**src/rtl/xfer_upd_pkg.sv**
```systemverilog
package xfer_upd_pkg;
  localparam int unsigned DEF_WC_W         = 16;
  localparam int unsigned DEF_BA_W         = 16;
  localparam int unsigned DEF_EXT_W        = 2;
  localparam int unsigned DEF_DRV_W        = 3;
  localparam int unsigned DEF_TRK_W        = 9;
  localparam int unsigned DEF_SEC_W        = 4;
  localparam int unsigned DEF_SECT_PER_TRK = 12;
  localparam int unsigned DEF_WORDS_SECT   = 256;
  localparam int unsigned DEF_CNT_W        = 17;
endpackage

```
**src/rtl/xfer_moved_calc.sv**
```systemverilog
module xfer_moved_calc #(
  parameter int unsigned CNT_W = 17
) (
  input  logic [CNT_W-1:0] xfer_i,
  input  logic [CNT_W-1:0] short_i,
  output logic [CNT_W-1:0] moved_o
);
  function automatic logic [CNT_W-1:0] effective(input logic [CNT_W-1:0] req,
                                                 input logic [CNT_W-1:0] lost);
    if (lost >= req) return '0;
    return req - lost;
  endfunction

  assign moved_o = effective(xfer_i, short_i);
endmodule

```
**src/rtl/xfer_count_calc.sv**
```systemverilog
module xfer_count_calc #(
  parameter int unsigned WC_W  = 16,
  parameter int unsigned CNT_W = 17
) (
  input  logic [WC_W-1:0]  wc_i,
  input  logic [CNT_W-1:0] moved_i,
  output logic [WC_W-1:0]  wc_o
);
  function automatic logic [WC_W-1:0] final_count(input logic [WC_W-1:0] start,
                                                  input logic [CNT_W-1:0] n);
    return start + WC_W'(n);
  endfunction

  assign wc_o = final_count(wc_i, moved_i);
endmodule

```
**src/rtl/xfer_addr_calc.sv**
```systemverilog
module xfer_addr_calc #(
  parameter int unsigned BA_W  = 16,
  parameter int unsigned EXT_W = 2,
  parameter int unsigned CNT_W = 17
) (
  input  logic [BA_W-1:0]  ba_i,
  input  logic [EXT_W-1:0] ext_i,
  input  logic [CNT_W-1:0] moved_i,
  output logic [BA_W-1:0]  ba_o,
  output logic [EXT_W-1:0] ext_o
);
  localparam int unsigned FULL_W = BA_W + EXT_W;
  localparam logic [BA_W-1:0] BA_MASK = ~BA_W'(1);

  function automatic logic [FULL_W-1:0] final_byte_addr(input logic [EXT_W-1:0] ext,
                                                        input logic [BA_W-1:0] ba,
                                                        input logic [CNT_W-1:0] n);
    logic [FULL_W-1:0] start;
    start = {ext, ba & BA_MASK};
    return start + (FULL_W'(n) << 1);
  endfunction

  logic [FULL_W-1:0] full_addr;
  assign full_addr = final_byte_addr(ext_i, ba_i, moved_i);
  assign ba_o  = full_addr[BA_W-1:0];
  assign ext_o = full_addr[FULL_W-1:BA_W];
endmodule

```
**src/rtl/xfer_disk_calc.sv**
```systemverilog
module xfer_disk_calc #(
  parameter int unsigned TRK_W        = 9,
  parameter int unsigned SEC_W        = 4,
  parameter int unsigned SECT_PER_TRK = 12,
  parameter int unsigned WORDS_SECT   = 256,
  parameter int unsigned CNT_W        = 17
) (
  input  logic [TRK_W-1:0] trk_i,
  input  logic [SEC_W-1:0] sec_i,
  input  logic [CNT_W-1:0] moved_i,
  output logic [TRK_W-1:0] trk_o,
  output logic [SEC_W-1:0] sec_o
);
  localparam int unsigned WSH   = $clog2(WORDS_SECT);
  localparam int unsigned LIN_W = TRK_W + $clog2(SECT_PER_TRK) + 1;
  localparam int unsigned BIG_W = (LIN_W + WSH > CNT_W) ? LIN_W + WSH : CNT_W;
  localparam int unsigned POS_W = BIG_W + 2;
  localparam logic [POS_W-1:0] SPT_V  = POS_W'(SECT_PER_TRK);
  localparam logic [POS_W-1:0] ROUND  = POS_W'(WORDS_SECT - 1);

  function automatic logic [POS_W-1:0] next_index(input logic [TRK_W-1:0] trk,
                                                  input logic [SEC_W-1:0] sec,
                                                  input logic [CNT_W-1:0] n);
    logic [POS_W-1:0] start_idx;
    logic [POS_W-1:0] word_pos;
    start_idx = POS_W'(trk) * SPT_V + POS_W'(sec);
    word_pos  = (start_idx << WSH) + POS_W'(n) + ROUND;
    return word_pos >> WSH;
  endfunction

  logic [POS_W-1:0] new_idx;
  assign new_idx = next_index(trk_i, sec_i, moved_i);
  assign trk_o   = TRK_W'(new_idx / SPT_V);
  assign sec_o   = SEC_W'(new_idx % SPT_V);
endmodule

```
**src/rtl/xfer_reg_update.sv**
```systemverilog
module xfer_reg_update
  import xfer_upd_pkg::*;
#(
  parameter int unsigned WC_W         = DEF_WC_W,
  parameter int unsigned BA_W         = DEF_BA_W,
  parameter int unsigned EXT_W        = DEF_EXT_W,
  parameter int unsigned DRV_W        = DEF_DRV_W,
  parameter int unsigned TRK_W        = DEF_TRK_W,
  parameter int unsigned SEC_W        = DEF_SEC_W,
  parameter int unsigned SECT_PER_TRK = DEF_SECT_PER_TRK,
  parameter int unsigned WORDS_SECT   = DEF_WORDS_SECT,
  parameter int unsigned CNT_W        = DEF_CNT_W
) (
  input  logic                           clk,
  input  logic                           rst_n,
  input  logic                           done_i,
  input  logic [WC_W-1:0]                wc_i,
  input  logic [BA_W-1:0]                ba_i,
  input  logic [EXT_W-1:0]               ext_i,
  input  logic [DRV_W+TRK_W+SEC_W-1:0]   da_i,
  input  logic [CNT_W-1:0]               xfer_words_i,
  input  logic [CNT_W-1:0]               short_words_i,
  output logic                           valid_o,
  output logic [WC_W-1:0]                wc_o,
  output logic [BA_W-1:0]                ba_o,
  output logic [EXT_W-1:0]               ext_o,
  output logic [DRV_W+TRK_W+SEC_W-1:0]   da_o
);
  localparam int unsigned DA_W = DRV_W + TRK_W + SEC_W;

  logic [DRV_W-1:0] drv_in;
  logic [TRK_W-1:0] trk_in, trk_next;
  logic [SEC_W-1:0] sec_in, sec_next;
  logic [CNT_W-1:0] moved_w;
  logic [WC_W-1:0]  wc_next;
  logic [BA_W-1:0]  ba_next;
  logic [EXT_W-1:0] ext_next;
  logic [DA_W-1:0]  da_next;

  assign {drv_in, trk_in, sec_in} = da_i;

  xfer_moved_calc #(.CNT_W(CNT_W)) u_moved (
    .xfer_i(xfer_words_i), .short_i(short_words_i), .moved_o(moved_w));

  xfer_count_calc #(.WC_W(WC_W), .CNT_W(CNT_W)) u_count (
    .wc_i(wc_i), .moved_i(moved_w), .wc_o(wc_next));

  xfer_addr_calc #(.BA_W(BA_W), .EXT_W(EXT_W), .CNT_W(CNT_W)) u_addr (
    .ba_i(ba_i), .ext_i(ext_i), .moved_i(moved_w),
    .ba_o(ba_next), .ext_o(ext_next));

  xfer_disk_calc #(.TRK_W(TRK_W), .SEC_W(SEC_W), .SECT_PER_TRK(SECT_PER_TRK),
                   .WORDS_SECT(WORDS_SECT), .CNT_W(CNT_W)) u_disk (
    .trk_i(trk_in), .sec_i(sec_in), .moved_i(moved_w),
    .trk_o(trk_next), .sec_o(sec_next));

  assign da_next = {drv_in, trk_next, sec_next};

  always_ff @(posedge clk or negedge rst_n) begin
    if (!rst_n) begin
      valid_o <= 1'b0;
      wc_o    <= '0;
      ba_o    <= '0;
      ext_o   <= '0;
      da_o    <= '0;
    end else begin
      valid_o <= done_i;
      if (done_i) begin
        wc_o  <= wc_next;
        ba_o  <= ba_next;
        ext_o <= ext_next;
        da_o  <= da_next;
      end
    end
  end
endmodule

```
**config.mk**
```make
export PLATFORM = sky130hd
export DESIGN_NAME = xfer_reg_update
export DESIGN_NICKNAME = d
export VERILOG_FILES = /design/src/rtl/xfer_upd_pkg.sv /design/src/rtl/xfer_moved_calc.sv /design/src/rtl/xfer_count_calc.sv /design/src/rtl/xfer_addr_calc.sv /design/src/rtl/xfer_disk_calc.sv /design/src/rtl/xfer_reg_update.sv
export SDC_FILE = /design/constraint.sdc
export NUM_CORES = 1
export LEC_CHECK = 0
export BUFFER_PORTS_ARGS = -buffer_cell sky130_fd_sc_hd__buf_2
export CAP_MARGIN = 20
export CORE_UTILIZATION = 58
export DETAILED_ROUTE_END_ITERATION = 10
export PLACE_DENSITY = 0.81
export SYNTH_ARGS = -nofsm -noshare
export SYNTH_HDL_FRONTEND = slang
export SYNTH_HIERARCHICAL = 1
export SYNTH_SLANG_ARGS = --single-unit
```
**constraint.sdc**
```tcl
create_clock -name clk -period 0.8 [get_ports clk]
set_input_delay 0.16 -clock clk [delete_from_list [all_inputs] [get_ports clk]]
set_output_delay 0.16 -clock clk [all_outputs]
set_load 0.03 [all_outputs]
```
==> summary.txt, run 1 <==
Outcome
  • Status: stopped before the end
  • Failed at: global routing
  • Error msg: [ERROR DPL-0038] Utilization greater than 100%, impossible to legalize

Synth
  • Commonest cells in the synthesized netlist: ha_1 (72), a21oi_1 (68), nand2_1 (56), dfrtp_1 (51), nor2_1 (51)
  • Yosys cell types: 89
  • Seq cells post-synth: 51
  • FFs w/ async S/R, synth: 100%
  • Ys flop type: dfrtp_1
  • Mapped cell area: ~7000 µm²
  • Area contributors post-synth: dfrtp_1 (18%), ha_1 (13%), mux2_4 (11%), a21oi_1 (4.9%), xnor2_1 (4.8%)
  • Mean post-synth cell area: 8.90 µm²
  • Count leader, synth: ha_1
  • Mapped Nets: 946
  • Yosys top cell area share: 18.3%
  • Synth area leader: dfrtp_1
  • Post-synth EDFFs: 0
  • Mapped Cells: just under 800
  • Post-synthesis sequential area ratio: 18.3%
  • Yosys warnings: 6

Clocking
  • Inserted Clock Buffers: 5
  • Root Buffer: clkbuf_16
  • Htree depth: 2
  • Clock Sink Count: 51
  • CTS max path bufs: 2

Die
  • Die Wd: 112 µm
  • Die Height: 112 µm
  • Num rows: 39
  • Io pins: between 100 and 150
  • Initial Util: 60.2%

Placement
  • Port Buf Inserts: 136
  • HPWL Detailed: 19000 µm
  • Pre-CTS setup slack: -5.63 ns
  • Final Wtd Congestion: 0.916

Global route
  • Largest net degree at the start of global routing: 52
## cells by family after synthesis
group / after synthesis / synth area share (%)
XOR/XNOR: 63 / 8.04
adder cells (fa/ha/maj): 78 / 14.5
buffers and inverters: 55 / 4.80
flip-flops: 51 / 18.3
other: 1 / 0.0539
multiplexers: 56 / 11.7
AO/OA/AOI/OAI: 259 / 26.7
AND/OR/NAND/NOR: 219 / 15.9
## per-stage QoR
step	hold WS [ns]	instances	area [µm²]	TNS, ns	util, %
after floorplan	-0.136	782	7210	-126.80	-
after global placement	0.164	1329	10100	-143.40	87.0
after detailed placement	0.172	1329	10100	-150.01	87.0
after CTS	0.101	1357	11100	-140.33	95.7
## what timing repair did
item                                    in CTS
gates resized for setup                    181
endpoints found under the hold margin       51
pin swaps                                   46
buffers inserted                            21
endpoints found under the setup margin      97
hold buffers                                 1
gates cloned                                 0
==> run 2: changes to the inputs <==
--- a/config.mk
+++ b/config.mk
@@ -7,9 +7,9 @@
 export LEC_CHECK = 0
 export BUFFER_PORTS_ARGS = -buffer_cell sky130_fd_sc_hd__buf_2
 export CAP_MARGIN = 20
-export CORE_UTILIZATION = 58
+export CORE_UTILIZATION = 40
 export DETAILED_ROUTE_END_ITERATION = 10
-export PLACE_DENSITY = 0.81
+export PLACE_DENSITY_LB_ADDON = 0.15
 export SYNTH_ARGS = -nofsm -noshare
 export SYNTH_HDL_FRONTEND = slang
 export SYNTH_HIERARCHICAL = 1
==> summary.txt, run 2 <==
Drt
  • Post-route ant nets: 0
  • Vias/cell: 5.19
  • Drt first-iter violations: 294
  • Routed wire per std cell: 15.2 µm
  • Via count: between 7000 and 8000
  • DRC violations left: 0
  • First drt pass iteration count: 5
  • Final WL: 22800 µm

Synth
  • Seq cells post-synth: 51
  • Mux contribution to synthesized area: 11.7%
  • Mapped Nets: 946
  • Mean post-synth cell area: 8.90 µm²
  • Synth area leader: dfrtp_1
  • Yosys top cell area share: 18.3%
  • Simple-gate area share of the yosys netlist: 15.9%
  • Commonest cells in the synthesized netlist: ha_1 (72), a21oi_1 (68), nand2_1 (56), dfrtp_1 (51), nor2_1 (51)
  • FFs w/ async S/R, synth: 100%
  • Yosys warnings: 6
  • Mapped cell area: between 6000 and 7000 µm²
  • Count leader, synth: ha_1
  • Adder-Cell Fraction of Synth Area: 14.5%
  • Xor and xnor area share after synthesis: around 8.0%
  • Main combinational cell family by area after synthesis: compound AO/OA/AOI/OAI gates
  • Area contributors post-synth: dfrtp_1 (18%), ha_1 (13%), mux2_4 (11%), a21oi_1 (4.9%), xnor2_1 (4.8%)
  • Ys flop type: dfrtp_1
  • Post-synth EDFFs: 0
  • Mapped Cells: 782
  • Synth Area in Compound Gates: between 20% and 30%
  • Yosys cell types: between 80 and 90
  • Post-synthesis sequential area ratio: between 15 and 20%

Die
  • Die Height: approximately 130 µm
  • Die area: 17900 µm²
  • Initial Util: 41.5%
  • Io pins: 138
  • CORE AREA: 16800 µm²
  • Die Wd: approximately 130 µm
  • Num rows: 47

STA
  • Setup total negative slack: -142.96 ns
  • Highest Clock Rate: between 150 and 200 MHz
  • Final worst slack: -5.16 ns
  • Minimum clock period: roughly 6 ns
  • Unrepaired setup endpoints after global routing: true
  • Clock Skew: 0 ns
  • Final hold violations: 0
  • Final period util: 746%
  • Worst-Margin Slew: 1.02 ns
  • Max-slew violations: 0
  • Final setup fails: between 90 and 100
  • Slew margin rel.: 30.3%

Placement
  • HPWL Detailed: ~17000 µm
  • Port Buf Inserts: 136
  • Final Wtd Congestion: between 0.8 and 0.9
  • Pre-CTS setup slack: -5.54 ns
  • Placement-stage cell area: ~10000 µm²

Hold path
  • Min-Delay Path Class: in -> reg

Worst setup path
  • Slowest stage delay, CP: 0.45 ns
  • CP delay by family, top: compound AO/OA/AOI/OAI gates
  • Critical setup path kind: in -> reg
  • Endpoint type of the worst setup path: flop
  • CP max stage cell: a2111o_1
  • Worst Path Buf+Inv: 4
  • Startpoint types: input pin
  • CP most frequent cell: buf_6
  • CP max FO: 6
  • CP required: 0.98 ns
  • Arrival @ worst endpoint: between 6 and 7 ns

Layout
  • Synthesis-to-finish area growth: 75.7%
  • Nets: 1442
  • Post-Layout Inst Area: 12200 µm²
  • Top Registers: ba_o x16, da_o x16, wc_o x16
  • Most frequent cells in the layout: buf_4 (336), buf_6 (85), buf_2 (80)
  • Commonest non-fill, non-tap cell in the layout: buf_4
  • Layout cells sized above 1: between 50% and 60%
  • FILL cells: 1220

Clocking
  • CTS max path bufs: 2
  • Clock Sink Count: 51
  • Worst-skew pair later-pin latency: 0.29 ns
  • Inserted Clock Buffers: 5
  • Root Buffer: clkbuf_16
  • Clock-pin slew on the worst setup and hold paths: 0.06 ns
  • CTS tree: done
  • Htree depth: 2

Run
  • Max-cap violations: 0

Outcome
  • Status: finished, violations left
  • Failing checks: setup timing

Pwr
  • PwrDens: 2740 nW/µm²
  • Peak supply drop: 2590 µV
  • Cell leakage power: 5.90 nW

Global route
  • GRT Residual Overflow: 0
  • First-pass GRT wire length: 35900 µm
  • Largest net degree at the start of global routing: 52
  • Vias in the first global route: 7612
  • Initial antenna violation count: 1
  • GR Util All Layers: between 20% and 30%
run 2: cell counts after synthesis:
Identical to the previous run, type by type.
run 2: timing repair:
| item | 4_1_cts | 5_1_grt |
|---|---|---|
| resized for setup | 226 | 70 |
| buffers inserted | 34 | 47 |
| hold buffers | 1 | 0 |
| setup endpoints to repair | 97 | 99 |
| pin swaps | 60 | 22 |
| hold endpoints to repair | 51 | 0 |
run 2: final timing paths:
kind | from | end | slack (ns) | cells after the start
max | xfer_words_i[6] | da_o[2] | -5.16 | 32
max in group asynchronous | rst_n | da_o[14] | 0.17 | 3
min in group asynchronous | rst_n | wc_o[3] | 0.38 | 3
min reg2reg | ba_o[0] | ba_o[0] | 0.53 | 1
min | da_i[14] | da_o[14] | 0.1 | 2
max reg2reg | ba_o[14] | ba_o[14] | -0.14 | 2
run 2: cells by family after synthesis:
| group | Yosys count |
|---|---|
| AO/OA/AOI/OAI | 259 |
| XOR/XNOR | 63 |
| multiplexers | 56 |
| AND/OR/NAND/NOR | 219 |
| other | 1 |
| buffers and inverters | 55 |
| flip-flops | 51 |
| adder cells (fa/ha/maj) | 78 |
run 2: metal layers:
metal  vias to the layer above  track usage [%]  routed length (µm)
met2                       183             42.4               11200
met3                        20             1.59                 654
met4                         0             6.12                 310
li1                       3918                -                   -
met1                      3657             32.9               10600
met5                         -                0                   0
run 2: stage by stage:
stage,power [W],utilization [%],hold slack [ns],instances
finish,0.0335,73.0,0.0970,1500
global route,0.0356,73.0,0.0919,1500
CTS,0.0309,69.3,0.0951,1455
detailed placement,0.0254,60.9,0.171,1414
global placement,0.0251,60.9,0.170,1414
floorplan,0.0175,-,-0.136,782
run 2: layout make-up:
cell class	count	area (µm²)	area share (%)
clock inverters	3	43.8	0.358
diodes	1	2.50	0.0205
multi-input cells	676	6380	52.2
inverters	38	150	1.23
well taps	220	275	2.25
flip-flops and latches	51	1280	10.5
repair buffers	506	3970	32.4
clock buffers	5	125	1.02
run 2: where the power goes:
group          internal (W)  switching [W]  total (W)
sequential          0.00356       0.000762    0.00432
combinational        0.0146         0.0121     0.0267
clock               0.00148       0.000963    0.00244
total                0.0196         0.0139     0.0335
No activity file was read; power rests on OpenSTA's default activity.
==> run 3: changes to the inputs <==
--- a/config.mk
+++ b/config.mk
@@ -12,5 +12,4 @@
 export PLACE_DENSITY_LB_ADDON = 0.15
 export SYNTH_ARGS = -nofsm -noshare
 export SYNTH_HDL_FRONTEND = slang
-export SYNTH_HIERARCHICAL = 1
 export SYNTH_SLANG_ARGS = --single-unit
==> summary.txt, run 3 <==
Layout
  • Nets: around 1400
  • Commonest non-fill, non-tap cell in the layout: buf_4
  • Top Registers: da_o x16, wc_o x16, ba_o x15
  • Layout cells sized above 1: 57.8%
  • Most frequent cells in the layout: buf_4 (308), buf_6 (103), buf_2 (71)
  • FILL cells: between 1000 and 1500
  • Multi-input combinational cell area: 6250 µm²
  • Synthesis-to-finish area growth: 88.5%
  • FF/Latch Area: 1250 µm²
  • Post-Layout Inst Area: 12200 µm²
  • Post-Layout Cell Count: 1498

Clocking
  • Clock-pin slew on the worst setup and hold paths: around 0.070 ns
  • Clock Sink Count: 50
  • Htree depth: 2
  • Worst-skew pair later-pin latency: between 0.2 and 0.3 ns
  • Inserted Clock Buffers: 5
  • Root Buffer: clkbuf_16
  • CTS max path bufs: 2
  • CTS tree: done

STA
  • Final period util: 735%
  • Unrepaired setup endpoints after global routing: true
  • Clock Skew: 0 ns
  • Highest Clock Rate: 170 MHz
  • Max-slew violations: 0
  • Final setup fails: 97
  • Slew margin rel.: between 60% and 70%
  • Final worst slack: -5.08 ns
  • Worst-Margin Slew: 0.515 ns
  • Minimum clock period: 5.88 ns
  • Final hold violations: 0

Synth
  • Yosys top cell area share: 19.4%
  • Seq cells post-synth: 50
  • Post-synthesis sequential area ratio: 19.4%
  • Mapped cell area: 6460 µm²
  • Mean post-synth cell area: 8.02 µm²
  • Mapped Cells: ~810
  • Commonest cells in the synthesized netlist: a21oi_1 (70), nor2_1 (69), ha_1 (66), inv_1 (61), nand2_1 (61)
  • Yosys cell types: 86
  • Ys flop type: dfrtp_1
  • Synth area leader: dfrtp_1
  • Area contributors post-synth: dfrtp_1 (19%), ha_1 (13%), xnor2_1 (6.4%), a21oi_1 (5.4%), mux2_2 (4.4%)
  • Yosys warnings: 0
  • Post-synth EDFFs: 0
  • Count leader, synth: a21oi_1
  • FFs w/ async S/R, synth: 100%
  • Mapped Nets: ~960

Die
  • Die area: roughly 17000 µm²
  • Io pins: between 100 and 150
  • Num rows: 46
  • Die Wd: 129 µm
  • CORE AREA: 15800 µm²
  • Initial Util: 40.8%
  • Die Height: 129 µm

Pwr
  • Cell leakage power: 5.87 nW
  • Design Power: ~0.037 W
  • PwrDens: 3060 nW/µm²
  • Peak supply drop: 2700 µV

Placement
  • HPWL Detailed: 15800 µm
  • Final Wtd Congestion: 0.870
  • Pre-CTS setup slack: -5.64 ns
  • Placement-stage cell area: 9950 µm²
  • Port Buf Inserts: about 140
  • Placed cells: around 1400

Drt
  • Routed wire per std cell: 15.4 µm
  • Vias/cell: 5.22
  • Via count: 7823
  • Post-route ant nets: 0
  • Final WL: 23100 µm
  • First drt pass iteration count: 8
  • Drt first-iter violations: 322
  • DRC violations left: 2

Hold path
  • Min-Delay Path Class: in -> reg

Global route
  • Vias in the first global route: 7414
  • GR Util All Layers: 25.3%
  • First-pass GRT wire length: 34400 µm
  • Largest net degree at the start of global routing: 51
  • Initial antenna violation count: 2
  • GRT Residual Overflow: 0

Outcome
  • Failing checks: DRC, setup timing
  • Status: finished, violations left

Worst setup path
  • Startpoint types: input pin
  • Critical setup path kind: in -> reg
  • CP required: 0.97 ns
  • Endpoint type of the worst setup path: flop
  • CP max stage cell: or4_4
  • CP max FO: 6
  • Arrival @ worst endpoint: 6.06 ns
  • Slowest stage delay, CP: approximately 0.60 ns

Run
  • Max-cap violations: 0
## run 3: changes by cell type after synthesis, moves of 7 or more
cell      change
a21boi_0      +7
o211ai_1      -9
xnor2_1       +9
nor3_1        -8
o31ai_1       +7
nor2_1       +18
inv_1        +23
clkbuf_1     +15
mux2_2       +24
mux2_4       -50
or3_1         +7
## run 3: kinds of logic after synthesis
family	Yosys count	share of synthesized area [%]
compound gates	248	26.4
mux	35	5.90
xor+xnor	67	9.31
other cells	1	0.0580
flops	50	19.4
fa+ha+maj	75	14.9
simple gates	245	19.0
buf+inv	85	5.11
## run 3: critical path: cells and delay by family
| family | cells | cell delay (ns) |
|---|---|---|
| compound gates | 15 | 2.91 |
| simple gates | 7 | 1.49 |
| fa+ha+maj | 3 | 0.77 |
| buf+inv | 3 | 0.30 |
| mux | 1 | 0.28 |
| xor+xnor | 1 | 0.13 |
## run 3: stage by stage
step | util (%) | hold WS [ns] | TNS (ns)
3_5_place_dp | 62.9 | 0.172 | -159.40
4_1_cts | 72.1 | 0.102 | -147.79
5_1_grt | 76.9 | 0.100 | -160.23
6_report | 77.0 | 0.107 | -149.92
3_3_place_gp | 62.9 | 0.175 | -157.08
2_1_floorplan | - | -0.136 | -131.92
## run 3: what timing repair did
action | 4_1_cts | 5_1_grt
resized for setup | 208 | 197
pin swaps | 95 | 91
endpoints found under the hold margin | 50 | 0
setup buffers | 63 | 63
hold buffers | 1 | 0
endpoints found under the setup margin | 96 | 96
## run 3: layout make-up
class | instances | area share (%)
well taps | 216 | 2.22
clock buffers | 7 | 1.09
clock inverters | 1 | 0.247
flip-flops and latches | 50 | 10.3
multi-input cells | 671 | 51.3
repair buffers | 490 | 32.6
inverters | 61 | 2.21
diodes | 2 | 0.0411
## run 3: worst paths after layout
check,slack (ns),endpoint,startpoint,cells after the start
max,-5.08,da_o[2],xfer_words_i[0],30
min,0.11,da_o[15],da_i[15],2
max reg2reg,-0.14,ba_o[6],ba_o[6],2
min reg2reg,0.50,wc_o[4],wc_o[4],1
max in group asynchronous,0.12,da_o[13],rst_n,3
min in group asynchronous,0.39,wc_o[7],rst_n,3
## run 3: per-layer routing
layer / GRT usage, % / vias to the layer above / share of wire (%)
li1: - / 3898 / -
met1: 32.0 / 3723 / 44
met2: 45.4 / 167 / 51
met3: 2.48 / 35 / 3.0
met4: 6.99 / 0 / 2.2
met5: 0 / - / 0
## run 3: report_power, final
group | total [W] | leakage [nW] | switching [W] | internal (W)
Sequential | 0.00417 | 0.579 | 0.000715 | 0.00345
Combinational | 0.0306 | 5.21 | 0.0147 | 0.0160
Clock | 0.00247 | 0.0781 | 0.000991 | 0.00148
Total | 0.0373 | 5.87 | 0.0164 | 0.0209
